===== src/rtl/nru_pkg.sv =====
package nru_pkg;

  // Strobes from control to datapath
  typedef struct packed {
    logic markUsed;    // apply the access to the used flags
    logic takeVictim;  // capture a victim and advance the pointer
  } nruStrobes_t;

endpackage


===== src/rtl/nru_rotsearch.sv =====
module nru_rotsearch #(
  parameter int WAYS = 4,
  localparam int WAY_W = $clog2(WAYS)
) (
  input  logic [WAYS-1:0]  usedMask,
  input  logic [WAY_W-1:0] startPtr,
  output logic             found,
  output logic [WAY_W-1:0] pick
);

  // rotFree[k] is set when the way k steps past the pointer is eligible
  logic [WAYS-1:0] rotFree;

  generate
    for (genvar g = 0; g < WAYS; g++) begin : g_rot
      logic [WAY_W-1:0] slot;
      assign slot       = startPtr + WAY_W'(g);
      assign rotFree[g] = ~usedMask[slot];
    end
  endgenerate

  logic [WAY_W-1:0] offset;

  always_comb begin
    offset = '0;
    for (int k = WAYS - 1; k >= 0; k--) begin
      if (rotFree[k]) offset = WAY_W'(k);
    end
  end

  assign found = |rotFree;
  assign pick  = startPtr + offset;

endmodule


===== src/rtl/nru_ctrl.sv =====
module nru_ctrl
  import nru_pkg::*;
(
  input  logic        clk,
  input  logic        rstN,
  input  logic        accessEn,
  input  logic        victimReq,
  input  logic        victimFound,
  output nruStrobes_t strobes,
  output logic        victimValid
);

  always_comb begin
    strobes.markUsed   = accessEn;
    strobes.takeVictim = victimReq & victimFound;
  end

  always_ff @(posedge clk) begin
    if (!rstN) victimValid <= 1'b0;
    else       victimValid <= strobes.takeVictim;
  end

endmodule


===== src/rtl/nru_datapath.sv =====
module nru_datapath
  import nru_pkg::*;
#(
  parameter int WAYS = 4,
  parameter int SETS = 16,
  localparam int WAY_W = $clog2(WAYS),
  localparam int SET_W = $clog2(SETS)
) (
  input  logic             clk,
  input  logic             rstN,
  input  logic [SET_W-1:0] setIdx,
  input  logic [WAY_W-1:0] accessWay,
  input  nruStrobes_t      strobes,
  output logic             victimFound,
  output logic [WAY_W-1:0] victimWay,
  output logic [WAYS-1:0]  usedRow
);

  logic [WAYS-1:0]  usedMem [SETS];
  logic [WAY_W-1:0] ptrMem  [SETS];

  logic [WAYS-1:0]  wayOneHot;
  logic [WAYS-1:0]  mergedRow;
  logic [WAYS-1:0]  nextRow;
  logic [WAY_W-1:0] searchPick;

  assign usedRow   = usedMem[setIdx];
  assign wayOneHot = WAYS'(1) << accessWay;
  assign mergedRow = usedRow | wayOneHot;
  // On saturation only the accessed way stays marked
  assign nextRow   = (&mergedRow) ? wayOneHot : mergedRow;

  nru_rotsearch #(.WAYS(WAYS)) u_search (
    .usedMask (usedRow),
    .startPtr (ptrMem[setIdx]),
    .found    (victimFound),
    .pick     (searchPick)
  );

  always_ff @(posedge clk) begin
    if (!rstN) begin
      for (int s = 0; s < SETS; s++) begin
        usedMem[s] <= '0;
        ptrMem[s]  <= '0;
      end
      victimWay <= '0;
    end else begin
      if (strobes.markUsed) usedMem[setIdx] <= nextRow;
      if (strobes.takeVictim) begin
        ptrMem[setIdx] <= searchPick + WAY_W'(1);
        victimWay      <= searchPick;
      end
    end
  end

endmodule


===== src/rtl/nru_replacer.sv =====
module nru_replacer
  import nru_pkg::*;
#(
  parameter int WAYS = 4,
  parameter int SETS = 16,
  localparam int WAY_W = $clog2(WAYS),
  localparam int SET_W = $clog2(SETS)
) (
  input  logic             clk,
  input  logic             rstN,
  input  logic [SET_W-1:0] setIdx,
  input  logic             accessEn,
  input  logic [WAY_W-1:0] accessWay,
  input  logic             victimReq,
  output logic [WAY_W-1:0] victimWay,
  output logic             victimValid
);

  nruStrobes_t     strobes;
  logic            victimFound;
  logic [WAYS-1:0] usedRow;

  nru_ctrl u_ctrl (
    .clk         (clk),
    .rstN        (rstN),
    .accessEn    (accessEn),
    .victimReq   (victimReq),
    .victimFound (victimFound),
    .strobes     (strobes),
    .victimValid (victimValid)
  );

  nru_datapath #(.WAYS(WAYS), .SETS(SETS)) u_dp (
    .clk         (clk),
    .rstN        (rstN),
    .setIdx      (setIdx),
    .accessWay   (accessWay),
    .strobes     (strobes),
    .victimFound (victimFound),
    .victimWay   (victimWay),
    .usedRow     (usedRow)
  );

endmodule


===== config.mk =====
export PLATFORM = sky130hd
export DESIGN_NAME = nru_replacer
export DESIGN_NICKNAME = d
export VERILOG_FILES = /design/src/rtl/nru_pkg.sv /design/src/rtl/nru_rotsearch.sv /design/src/rtl/nru_ctrl.sv /design/src/rtl/nru_datapath.sv /design/src/rtl/nru_replacer.sv
export SDC_FILE = /design/constraint.sdc
export NUM_CORES = 1
export LEC_CHECK = 0
export ABC_AREA = 1
export BUFFER_PORTS_ARGS = -buffer_cell sky130_fd_sc_hd__clkbuf_2
export CORE_UTILIZATION = 51
export CTS_BUF_LIST = sky130_fd_sc_hd__clkbuf_4 sky130_fd_sc_hd__clkbuf_8
export CTS_CLUSTER_SIZE = 30
export DETAILED_ROUTE_END_ITERATION = 16
export PLACE_DENSITY = 0.67
export SLEW_MARGIN = 20
export SYNTH_ARGS = -nofsm -noshare
export SYNTH_HDL_FRONTEND = slang
export SYNTH_SLANG_ARGS = --single-unit

===== constraint.sdc =====
create_clock -name clk -period 3.48 [get_ports clk]
set_input_delay 0.87 -clock clk [delete_from_list [all_inputs] [get_ports clk]]
set_output_delay 0.87 -clock clk [all_outputs]
set_load 0.01 [all_outputs]

==> flow_metrics.env, run 1 <==
export IMPL_grt_pass1_vias=4299
export IMPL_num_rows=37
export IMPL_wl_per_cell_um=14.9
export IMPL_fin_ws_ns=0.310
export IMPL_irDropWorstVdd_uv=279
export IMPL_cts_root_buf="clkbuf_8"
export IMPL_cp_arrival_ns=3.31
export IMPL_final_cell_mix="nand2_1, nor2_1, edfxtp_1"
export IMPL_clkPwrFrac=0.276
export IMPL_p_per_area_nw_per_um2=442
export IMPL_final_period_utilization=0.911
export IMPL_gp_congestion=0.881
export IMPL_areaGrowthSynthToFinish_pct=11.2
export IMPL_reg2reg_slack_ns=0.78
export IMPL_p_sw_frac=0.295
export IMPL_yosys_area_top_type="edfxtp_1"
export IMPL_ant_nets=0
export IMPL_netlist_area_um2=5530
export IMPL_clk_pin_slew_ns=0.09
export IMPL_rr_worst_depth=22
export IMPL_cp_endpoint="u_dp.ptrMem[4][1]"
export IMPL_outcome="finished clean"
export IMPL_yosysSeqAreaShare=0.532
export IMPL_setup_worst_path_start="setIdx[0]"
export IMPL_max_slew_margin=0.593
export IMPL_rsz0062_at_grt="no"
export IMPL_io_pins=13
export IMPL_drc=0
export IMPL_vias=4419
export IMPL_clk_latency_ns=0.38
export IMPL_maxSlewViolCount=0
export IMPL_die_area_um2=11300
export IMPL_seqPwrFrac=0.504
export IMPL_hp_class="flip-flop to flip-flop"
export IMPL_start_util=0.531
export IMPL_fin_hold_ws_ns=0.479
export IMPL_cp_slowest_cell="ha_1"
export IMPL_port_buffers=12
export IMPL_fp_dieH_um=106
export IMPL_synthTopCellsByArea="edfxtp_1, nand2_1, nor2_1, nor2_4, buf_4"
export IMPL_numCtsBuffers=9
export IMPL_core_area_um2=10400
export IMPL_reg2reg_from="u_dp.ptrMem[10][0]"
export IMPL_htreeDepth=3
export IMPL_leakage_nw=2.86
export IMPL_netlist_instances=677
export IMPL_synth_nets=688
export IMPL_grt_max_degree=51
export IMPL_synth_cell_types=32
export IMPL_avgSynthCellArea_um2=8.17
export IMPL_min_period_ns=3.17
export IMPL_grt_pass1_wl_mm=20.5
export IMPL_cts_buffer_depth=2
export IMPL_crit_path_frequent_cell="nand2_1"
export IMPL_grt_overflow=0
export IMPL_yosysWarnings=0
export IMPL_place_ws_ns=-0.118
export IMPL_setup_violations=0
export IMPL_antenna_cells=0
export IMPL_worst_pin_slew_ns=0.610
export IMPL_clock_skew_final_ns=0.00838
export IMPL_cp_start_kind="primary input"
export IMPL_ys_ff_latch=99
export IMPL_num_nets_final=724
export IMPL_hold_buffers=0
export IMPL_crit_type="primary input to flip-flop"
export IMPL_layout_commonest_cell="nand2_1"
export IMPL_internal_power_mw=1.92
export IMPL_combPwrFrac=0.220
export IMPL_hold_viol=0
export IMPL_setup_tns_ns=0
export IMPL_cts_sinks=99
export IMPL_crit_fanout=21
export IMPL_cts_tree="done"
export IMPL_antenna_found_initial=0
export IMPL_wl_mm=12.7
export IMPL_synth_top_area_frac=0.521
export IMPL_finalCoreUtilization=0.591
export IMPL_crit_required_ns=3.62
export IMPL_routed_via_density=5.17
export IMPL_maxCapViolations=0
export IMPL_fmax_mhz=315
export IMPL_drt_initial_drc_count=303
export IMPL_dr_pass1_iters=5
export IMPL_worstReg2RegEnd="u_dp.ptrMem[4][1]"
export IMPL_die_width_um=106
export IMPL_crit_path_end_kind="flip-flop"
export IMPL_switchingPower_uw=803
export IMPL_grt_usage=0.240
export IMPL_cpPeakStageDelay_ns=0.18
export IMPL_dpl_hpwl_mm=8.86
export IMPL_drive_above_1_share=0.170
## metrics by stage
stage	cell area [µm²]	power, mW	std cells
detailed placement	5900	1.98	836
finish	6160	2.72	854
floorplan	5530	1.78	677
global route	6160	2.84	854
global placement	5900	1.98	836
CTS	6100	2.72	852
## final cells by class
cell class	instances	area, µm²
fill	941	4260
sequential	99	2940
multi-input combinational	518	2250
timing repair buffer	57	475
tap	136	170
clock buffer	10	131
inverter	27	116
clock inverter	6	63.8
timing repair inverter	1	8.76
## cells by family after synthesis
family | after synthesis | synth area share
and+or+nand+nor | 506 | 0.387
DFF | 99 | 0.532
buffers and inverters | 60 | 0.0631
AOI/OAI and AO/OA | 10 | 0.0145
xor gates and xnor gates | 1 | 0.00158
adders and majority gates | 1 | 0.00226
## state kept, by name (all words and copies together), names as in the netlist
signal and flops:
u_ctrl.victimValid 1, u_dp.ptrMem 32, u_dp.usedMem 64, u_dp.victimWay 2
## power groups by stage
stage	clock network, mW	registers (mW)	logic (mW)
2_1_floorplan	0	1.39	0.386
3_3_place_gp	0	1.40	0.579
3_5_place_dp	0	1.40	0.586
4_1_cts	0.762	1.37	0.589
5_1_grt	0.800	1.38	0.660
6_report	0.750	1.37	0.599
## worst max-delay path: cells and delay by family
kind | cells | cell delay, ns
and+or+nand+nor | 16 | 1.21
xor gates and xnor gates | 1 | 0.18
buffers and inverters | 6 | 0.72
adders and majority gates | 1 | 0.18
AOI/OAI and AO/OA | 1 | 0.12
## layer usage
layer	part of all wire	vias to the layer above	track usage
li1	-	2218	-
met1	0.44	2063	0.317
met2	0.50	121	0.397
met3	0.052	17	0.0423
met4	0.016	0	0.0833
met5	0	-	0
## how the worst min path moves through the flow
stage | from | endpoint | slack [ns] | cells after the start
3_5_place_dp | u_dp.victimWay[0] | u_dp.victimWay[0] | 0.47 | 2
2_1_floorplan | u_dp.victimWay[0] | u_dp.victimWay[0] | 0.48 | 2
3_3_place_gp | u_dp.victimWay[0] | u_dp.victimWay[0] | 0.45 | 2
4_1_cts | u_dp.victimWay[0] | u_dp.victimWay[0] | 0.48 | 2
5_1_grt | u_dp.victimWay[0] | u_dp.victimWay[0] | 0.51 | 2
6_report | u_dp.victimWay[0] | u_dp.victimWay[0] | 0.48 | 2
## timing repair
action,4_1_cts,5_1_grt
endpoints found under the setup margin,0,16
gates resized for setup,0,9
setup buffers,0,0
## cells in the mapped netlist, drive strengths merged
library cell / n
nand2: 355
nor2: 127
edfxtp: 96
inv: 27
buf: 26
nand4: 18
clkbuf: 7
nand3: 6
a22oi: 3
dfxtp: 3
o21ai: 3
a21oi: 2
a21boi: 1
a31oi: 1
ha: 1
xor2: 1
Note: power is estimated with default switching activity, not from simulation.
==> run 2, diff against run 1 <==
--- a/config.mk
+++ b/config.mk
@@ -7,11 +7,14 @@
 export LEC_CHECK = 0
 export ABC_AREA = 1
 export BUFFER_PORTS_ARGS = -buffer_cell sky130_fd_sc_hd__clkbuf_2
-export CORE_UTILIZATION = 51
+export CELL_PAD_IN_SITES_DETAIL_PLACEMENT = 0
+export CELL_PAD_IN_SITES_GLOBAL_PLACEMENT = 1
+export CORE_UTILIZATION = 45
 export CTS_BUF_LIST = sky130_fd_sc_hd__clkbuf_4 sky130_fd_sc_hd__clkbuf_8
 export CTS_CLUSTER_SIZE = 30
 export DETAILED_ROUTE_END_ITERATION = 16
-export PLACE_DENSITY = 0.67
+export PLACE_DENSITY = 0.76
+export REMOVE_ABC_BUFFERS = 1
 export SLEW_MARGIN = 20
 export SYNTH_ARGS = -nofsm -noshare
 export SYNTH_HDL_FRONTEND = slang
==> run 2 against run 1 <==
Net effect: non-clock buffer count up 1; highest routed layer unchanged; via count down 1.9%; register-to-register slack about the same; die area increased by 13%; setup slack lost 0.052 ns; sequential share of layout area is essentially flat; core utilization is 7.8 points lower.
==> flow_metrics.env, run 2 (synthesis gave the netlist of run 1 again) <==
export IMPL_outcome="finished clean"
export IMPL_p_per_area_nw_per_um2=436
export IMPL_dr_pass1_iters=5
export IMPL_final_period_utilization=0.926
export IMPL_whs_path_depth=2
export IMPL_clk_latency_ns=0.38
export IMPL_fin_ws_ns=0.258
export IMPL_reg2reg_slack_ns=0.79
export IMPL_clkPwrFrac=0.272
export IMPL_cpPeakStageDelay_ns=0.18
export IMPL_clock_skew_final_ns=0.0130
export IMPL_rr_worst_depth=22
export IMPL_fmax_mhz=310
export IMPL_seqPwrFrac=0.509
export IMPL_setup_violations=0
export IMPL_fp_dieH_um=113
export IMPL_crit_path_end_kind="flip-flop"
export IMPL_port_buffers=12
export IMPL_grt_overflow=0
export IMPL_combPwrFrac=0.219
export IMPL_antenna_cells=0
export IMPL_dpl_hpwl_mm=9.32
export IMPL_met2_usage=0.391
export IMPL_crit_path_frequent_cell="nand2_1"
export IMPL_cts_sinks=99
export IMPL_top_register="u_dp.usedMem"
export IMPL_power_mw=2.69
export IMPL_setup_worst_path_start="setIdx[0]"
export IMPL_crit_fanout=13
export IMPL_reg_largest_list="u_dp.usedMem: 64 flops, u_dp.ptrMem: 32 flops, u_dp.victimWay: 2 flops"
export IMPL_cp_top_family="simple AND/OR/NAND/NOR gates"
export IMPL_grt_max_degree=51
export IMPL_drt_initial_drc_count=259
export IMPL_hold_end="u_dp.victimWay[0]"
export IMPL_met1_usage=0.285
export IMPL_grtUsageMet3=0.0337
export IMPL_routed_via_density=5.02
export IMPL_antenna_found_initial=0
export IMPL_cts_tree="done"
export IMPL_path_buf_inv=6
export IMPL_cp_start_kind="primary input"
export IMPL_maxCapViolations=0
export IMPL_gp_congestion=0.799
export IMPL_cp_arrival_ns=3.36
export IMPL_irDropWorstVdd_uv=228
export IMPL_largest_register_ffs=64
export IMPL_postCtsSetupBuffers=0
export IMPL_max_slew_margin=0.569
export IMPL_die_width_um=113
export IMPL_switchingPower_uw=789
export IMPL_ant_nets=0
export IMPL_clk_pin_slew_ns=0.09
export IMPL_internal_power_mw=1.90
export IMPL_cts_buffer_depth=2
export IMPL_start_util=0.461
export IMPL_grt_pass1_wl_mm=21.4
export IMPL_setup_tns_ns=0
export IMPL_drive_above_1_share=0.167
export IMPL_p_sw_frac=0.293
export IMPL_maxSlewViolCount=0
export IMPL_reg2reg_from="u_dp.ptrMem[7][0]"
export IMPL_cts_root_buf="clkbuf_8"
export IMPL_numCtsBuffers=9
export IMPL_hold_buffers=0
export IMPL_crit_required_ns=3.62
export IMPL_hp_start="u_dp.victimWay[0]"
export IMPL_rsz0062_at_grt="no"
export IMPL_final_cell_mix="nand2_1, nor2_1, edfxtp_1"
export IMPL_hold_viol=0
export IMPL_post_cts_resized=0
export IMPL_drc=0
export IMPL_layout_commonest_cell="nand2_1"
export IMPL_leakage_nw=2.87
export IMPL_layout_area_seq_um2=2940
export IMPL_core_area_um2=12000
export IMPL_multiInputGateArea_um2=2240
export IMPL_place_ws_ns=-0.162
export IMPL_hp_class="flip-flop to flip-flop"
export IMPL_die_area_um2=12700
export IMPL_wl_per_cell_um=15.2
export IMPL_vias=4336
export IMPL_htreeDepth=3
export IMPL_grt_pass1_vias=4312
export IMPL_wl_mm=13.1
export IMPL_crit_type="primary input to flip-flop"
export IMPL_io_pins=13
export IMPL_fill_cells=1159
export IMPL_worstReg2RegEnd="u_dp.ptrMem[5][1]"
export IMPL_grt_usage=0.223
export IMPL_grt_busiest_layer="met2"
export IMPL_worst_pin_slew_ns=0.647
export IMPL_num_nets_final=724
export IMPL_num_rows=40
export IMPL_cp_slowest_cell="clkbuf_4"
export IMPL_areaGrowthSynthToFinish_pct=11.3
export IMPL_min_period_ns=3.22
==> run 2: cell types whose count changed in the layout (fill, tap and decap cells not counted), moves of 2 or more <==
| cell | delta |
|---|---|
| buf_4 | -2 |
| nor2_1 | +2 |
| nor2_2 | -2 |
| clkinvlp_4 | -2 |
| buf_12 | +2 |
==> run 2: stage by stage <==
step / cells / util / hold slack [ns] / area [µm²]
CTS: 864 / 0.511 / 0.474 / 6140
floorplan: 644 / - / 0.481 / 5290
finish: 864 / 0.513 / 0.470 / 6160
detailed placement: 849 / 0.496 / 0.463 / 5960
global placement: 849 / 0.496 / 0.452 / 5960
global route: 864 / 0.513 / 0.501 / 6160
==> run 2: cell type report <==
class / count / share of cell area
tap: 147 / 0.0299
sequential: 99 / 0.478
multi-input combinational: 518 / 0.364
clock inverter: 5 / 0.00873
clock buffer: 10 / 0.0213
timing repair buffer: 58 / 0.0802
inverter: 27 / 0.0177
==> run 2: worst max path at each step <==
stage,to,slack (ns),cells after the start
after floorplan,u_dp.ptrMem[0][1],0.17,18
after global placement,u_dp.ptrMem[1][1],-0.11,24
after detailed placement,u_dp.ptrMem[5][1],-0.16,23
after CTS,u_dp.ptrMem[5][1],0.25,24
after global routing,u_dp.ptrMem[0][1],0.001,23
final,u_dp.ptrMem[5][1],0.26,25
==> run 2: power by group through the flow <==
| stage | combinational, mW | sequential [mW] | clock (mW) |
|---|---|---|---|
| 2_1_floorplan | 0.312 | 1.39 | 0 |
| 3_3_place_gp | 0.578 | 1.40 | 0 |
| 4_1_cts | 0.589 | 1.37 | 0.744 |
| 5_1_grt | 0.648 | 1.37 | 0.780 |
| 3_5_place_dp | 0.587 | 1.40 | 0 |
| 6_report | 0.588 | 1.37 | 0.731 |
==> run 2: worst min-delay path, delay by kind of cell (launching register included) <==
| kind | cells | cell delay (ns) |
|---|---|---|
| flops | 1 | 0.32 |
| simple gates | 1 | 0.06 |
| compound gates | 1 | 0.05 |
==> run 2: layer usage <==
metal  wire length, µm  up-vias
met5                 0        -
met2              6530       88
met1              5820     2024
met4               227        0
met3               538       16
li1                  -     2208
==> run 3, diff against run 2 <==
--- a/config.mk
+++ b/config.mk
@@ -5,15 +5,14 @@
 export SDC_FILE = /design/constraint.sdc
 export NUM_CORES = 1
 export LEC_CHECK = 0
-export ABC_AREA = 1
 export BUFFER_PORTS_ARGS = -buffer_cell sky130_fd_sc_hd__clkbuf_2
 export CELL_PAD_IN_SITES_DETAIL_PLACEMENT = 0
 export CELL_PAD_IN_SITES_GLOBAL_PLACEMENT = 1
-export CORE_UTILIZATION = 45
+export CORE_UTILIZATION = 48
 export CTS_BUF_LIST = sky130_fd_sc_hd__clkbuf_4 sky130_fd_sc_hd__clkbuf_8
 export CTS_CLUSTER_SIZE = 30
 export DETAILED_ROUTE_END_ITERATION = 16
-export PLACE_DENSITY = 0.76
+export PLACE_DENSITY = 0.75
 export REMOVE_ABC_BUFFERS = 1
 export SLEW_MARGIN = 20
 export SYNTH_ARGS = -nofsm -noshare
==> constraint.sdc (replaced) <==
create_clock -name clk -period 2.9 [get_ports clk]
set_input_delay 0.725 -clock clk [delete_from_list [all_inputs] [get_ports clk]]
set_output_delay 0.725 -clock clk [all_outputs]
set_load 0.01 [all_outputs]
==> run 3 against run 2 <==
Net effect: the flow now finishes with violations (setup timing); sequential power rose by 20%; critical path depth decreased by 13; final cell count down 28%; critical endpoint is now u_dp.ptrMem[12][1].
==> flow_metrics.env, run 3 <==
export IMPL_htreeDepth=3
export IMPL_wl_mm=12.9
export IMPL_netlist_area_um2=4990
export IMPL_yosysWarnings=0
export IMPL_multiInputGateArea_um2=2220
export IMPL_setup_worst_path_start="setIdx[0]"
export IMPL_maxSlewViolCount=0
export IMPL_netlist_instances=408
export IMPL_clock_skew_final_ns=0.0109
export IMPL_place_ws_ns=-0.988
export IMPL_synthTopCellsByArea="edfxtp_1, mux4_1, nor2_1, mux4_2, nand2_1"
export IMPL_synth_most_common_cell="edfxtp_1"
export IMPL_cts_root_buf="clkbuf_8"
export IMPL_dp_cells=588
export IMPL_final_instance_count_excl_fill=618
export IMPL_clk_pin_slew_ns=0.10
export IMPL_grt_usage=0.246
export IMPL_layout_commonest_cell="edfxtp_1"
export IMPL_reg2reg_from="u_dp.usedMem[13][3]"
export IMPL_routed_via_density=5.86
export IMPL_reg_largest_list="u_dp.usedMem: 64 flops, u_dp.ptrMem: 32 flops, u_dp.victimWay: 2 flops"
export IMPL_stdcell_area_um2=6420
export IMPL_cp_arrival_ns=3.57
export IMPL_hold_viol=0
export IMPL_drt_initial_drc_count=243
export IMPL_largest_register_ffs=64
export IMPL_min_period_ns=3.36
export IMPL_dr_pass1_iters=5
export IMPL_fill_cells=747
export IMPL_violations="setup timing"
export IMPL_power_mw=3.48
export IMPL_synth_edff_count=96
export IMPL_drive_above_1_share=0.419
export IMPL_final_period_utilization=1.16
export IMPL_dpl_cell_area_um2=5620
export IMPL_ant_nets=0
export IMPL_antenna_cells=0
export IMPL_grt_pass1_vias=3646
export IMPL_num_rows=36
export IMPL_areaGrowthSynthToFinish_pct=28.6
export IMPL_crit_required_ns=3.11
export IMPL_rsz0062_at_grt="yes"
export IMPL_synth_cell_types=44
export IMPL_cp_start_kind="primary input"
export IMPL_io_pins=13
export IMPL_yosys_area_top_type="edfxtp_1"
export IMPL_critical_path_cell_chain="clkbuf_16 -> buf_12 -> buf_12 -> mux4_2 -> a22o_4 -> a221oi_4 -> buf_6 -> a31oi_4 -> o32a_4 -> xnor3_2 -> buf_4 -> nor4_4"
export IMPL_maxCapViolations=0
export IMPL_crit_path_frequent_cell="buf_12"
export IMPL_top_register="u_dp.usedMem"
export IMPL_gp_congestion=0.837
export IMPL_cp_slowest_cell="mux4_2"
export IMPL_final_cell_mix="edfxtp_1, nor2_1, buf_4"
export IMPL_drc=0
export IMPL_reg2reg_slack_ns=-0.16
export IMPL_fmax_mhz=297
export IMPL_cts_sinks=99
export IMPL_num_nets_final=491
export IMPL_cts_buffer_depth=2
export IMPL_grt_pass1_wl_mm=19.8
export IMPL_die_width_um=104
export IMPL_outcome="finished, violations left"
export IMPL_synth_top_area_frac=0.577
export IMPL_clk_latency_ns=0.38
export IMPL_dpl_hpwl_mm=8.53
export IMPL_synthFlopType="edfxtp_1"
export IMPL_port_buffers=12
export IMPL_setup_tns_ns=-7.85
export IMPL_crit_path_end_kind="flip-flop"
export IMPL_setup_violations=36
export IMPL_antenna_found_initial=0
export IMPL_die_area_um2=10800
export IMPL_crit_fanout=6
export IMPL_grt_max_degree=29
export IMPL_hp_start="u_dp.victimWay[0]"
export IMPL_layout_area_seq_um2=2940
export IMPL_start_util=0.504
export IMPL_ys_ff_latch=99
export IMPL_cts_tree="done"
export IMPL_core_area_um2=9910
export IMPL_leakage_nw=2.35
export IMPL_yosysSeqAreaShare=0.589
export IMPL_avgSynthCellArea_um2=12.2
export IMPL_numCtsBuffers=9
export IMPL_vias=3619
export IMPL_synth_commonest_cells="edfxtp_1, nor2_1, nand2_1"
export IMPL_crit_type="primary input to flip-flop"
export IMPL_hp_class="flip-flop to flip-flop"
export IMPL_worst_pin_slew_ns=0.637
export IMPL_wl_per_cell_um=20.9
export IMPL_grt_overflow=0
export IMPL_fp_dieH_um=104
export IMPL_async_flop_share=0
export IMPL_p_per_area_nw_per_um2=542
export IMPL_max_slew_margin=0.575
export IMPL_cpPeakStageDelay_ns=0.52
export IMPL_irDropWorstVdd_uv=391
export IMPL_fin_ws_ns=-0.464
-- run 3: layer usage --
| metal | global-route usage | vias up | part of all wire |
|---|---|---|---|
| met5 | 0 | - | 0 |
| met2 | 0.415 | 138 | 0.51 |
| met4 | 0.0888 | 0 | 0.017 |
| met1 | 0.317 | 1804 | 0.40 |
| li1 | - | 1659 | - |
| met3 | 0.0476 | 18 | 0.066 |
-- run 3: worst paths after layout --
kind | to | cells after the start
worst min-delay path | u_dp.victimWay[0] | 2
worst min register to register | u_dp.victimWay[0] | 2
worst max register to register | u_dp.ptrMem[12][1] | 11
worst max-delay path | u_dp.ptrMem[12][1] | 12
-- run 3: repair_timing --
item                       4_1_cts  5_1_grt
hold buffers                     0        0
setup endpoints to repair       64       66
gates cloned                     5        1
setup buffers                    5        6
resized for setup               66       57
pin swaps                       32       14
-- run 3: worst max-delay path, delay by kind of cell --
kind	cells	cell delay (ns)
buffers and inverters	5	0.76
AND/OR/NAND/NOR	1	0.12
AO/OA/AOI/OAI	4	0.97
XOR/XNOR	1	0.47
multiplexers	1	0.52
-- run 3: power by group --
part / internal (mW) / total, mW / leakage (nW) / switching (mW)
Sequential: 1.63 / 1.65 / 1.02 / 0.0210
Combinational: 0.434 / 0.927 / 1.24 / 0.493
Clock: 0.403 / 0.906 / 0.0939 / 0.503
-- run 3: cells by family after synthesis --
group	Yosys count	share of synthesized area
AOI/OAI and AO/OA	50	0.0669
xor gates and xnor gates	3	0.00827
adders and majority gates	1	0.00251
buffers and inverters	33	0.0353
DFF	99	0.589
muxes	25	0.120
and+or+nand+nor	197	0.177
-- run 3: area by class of cell --
type,count,share of cell area
clock buffers,9,0.0193
clock inverters,7,0.0117
inverters,2,0.00156
multi-input cells,277,0.346
flip-flops and latches,99,0.458
well taps,133,0.0259
repair buffers,91,0.137
-- run 3: per-stage QoR --
step / hold slack, ns / utilization
floorplan: 0.538 / -
global placement: 0.504 / 0.567
detailed placement: 0.525 / 0.567
CTS: 0.548 / 0.625
global route: 0.576 / 0.648
finish: 0.546 / 0.648
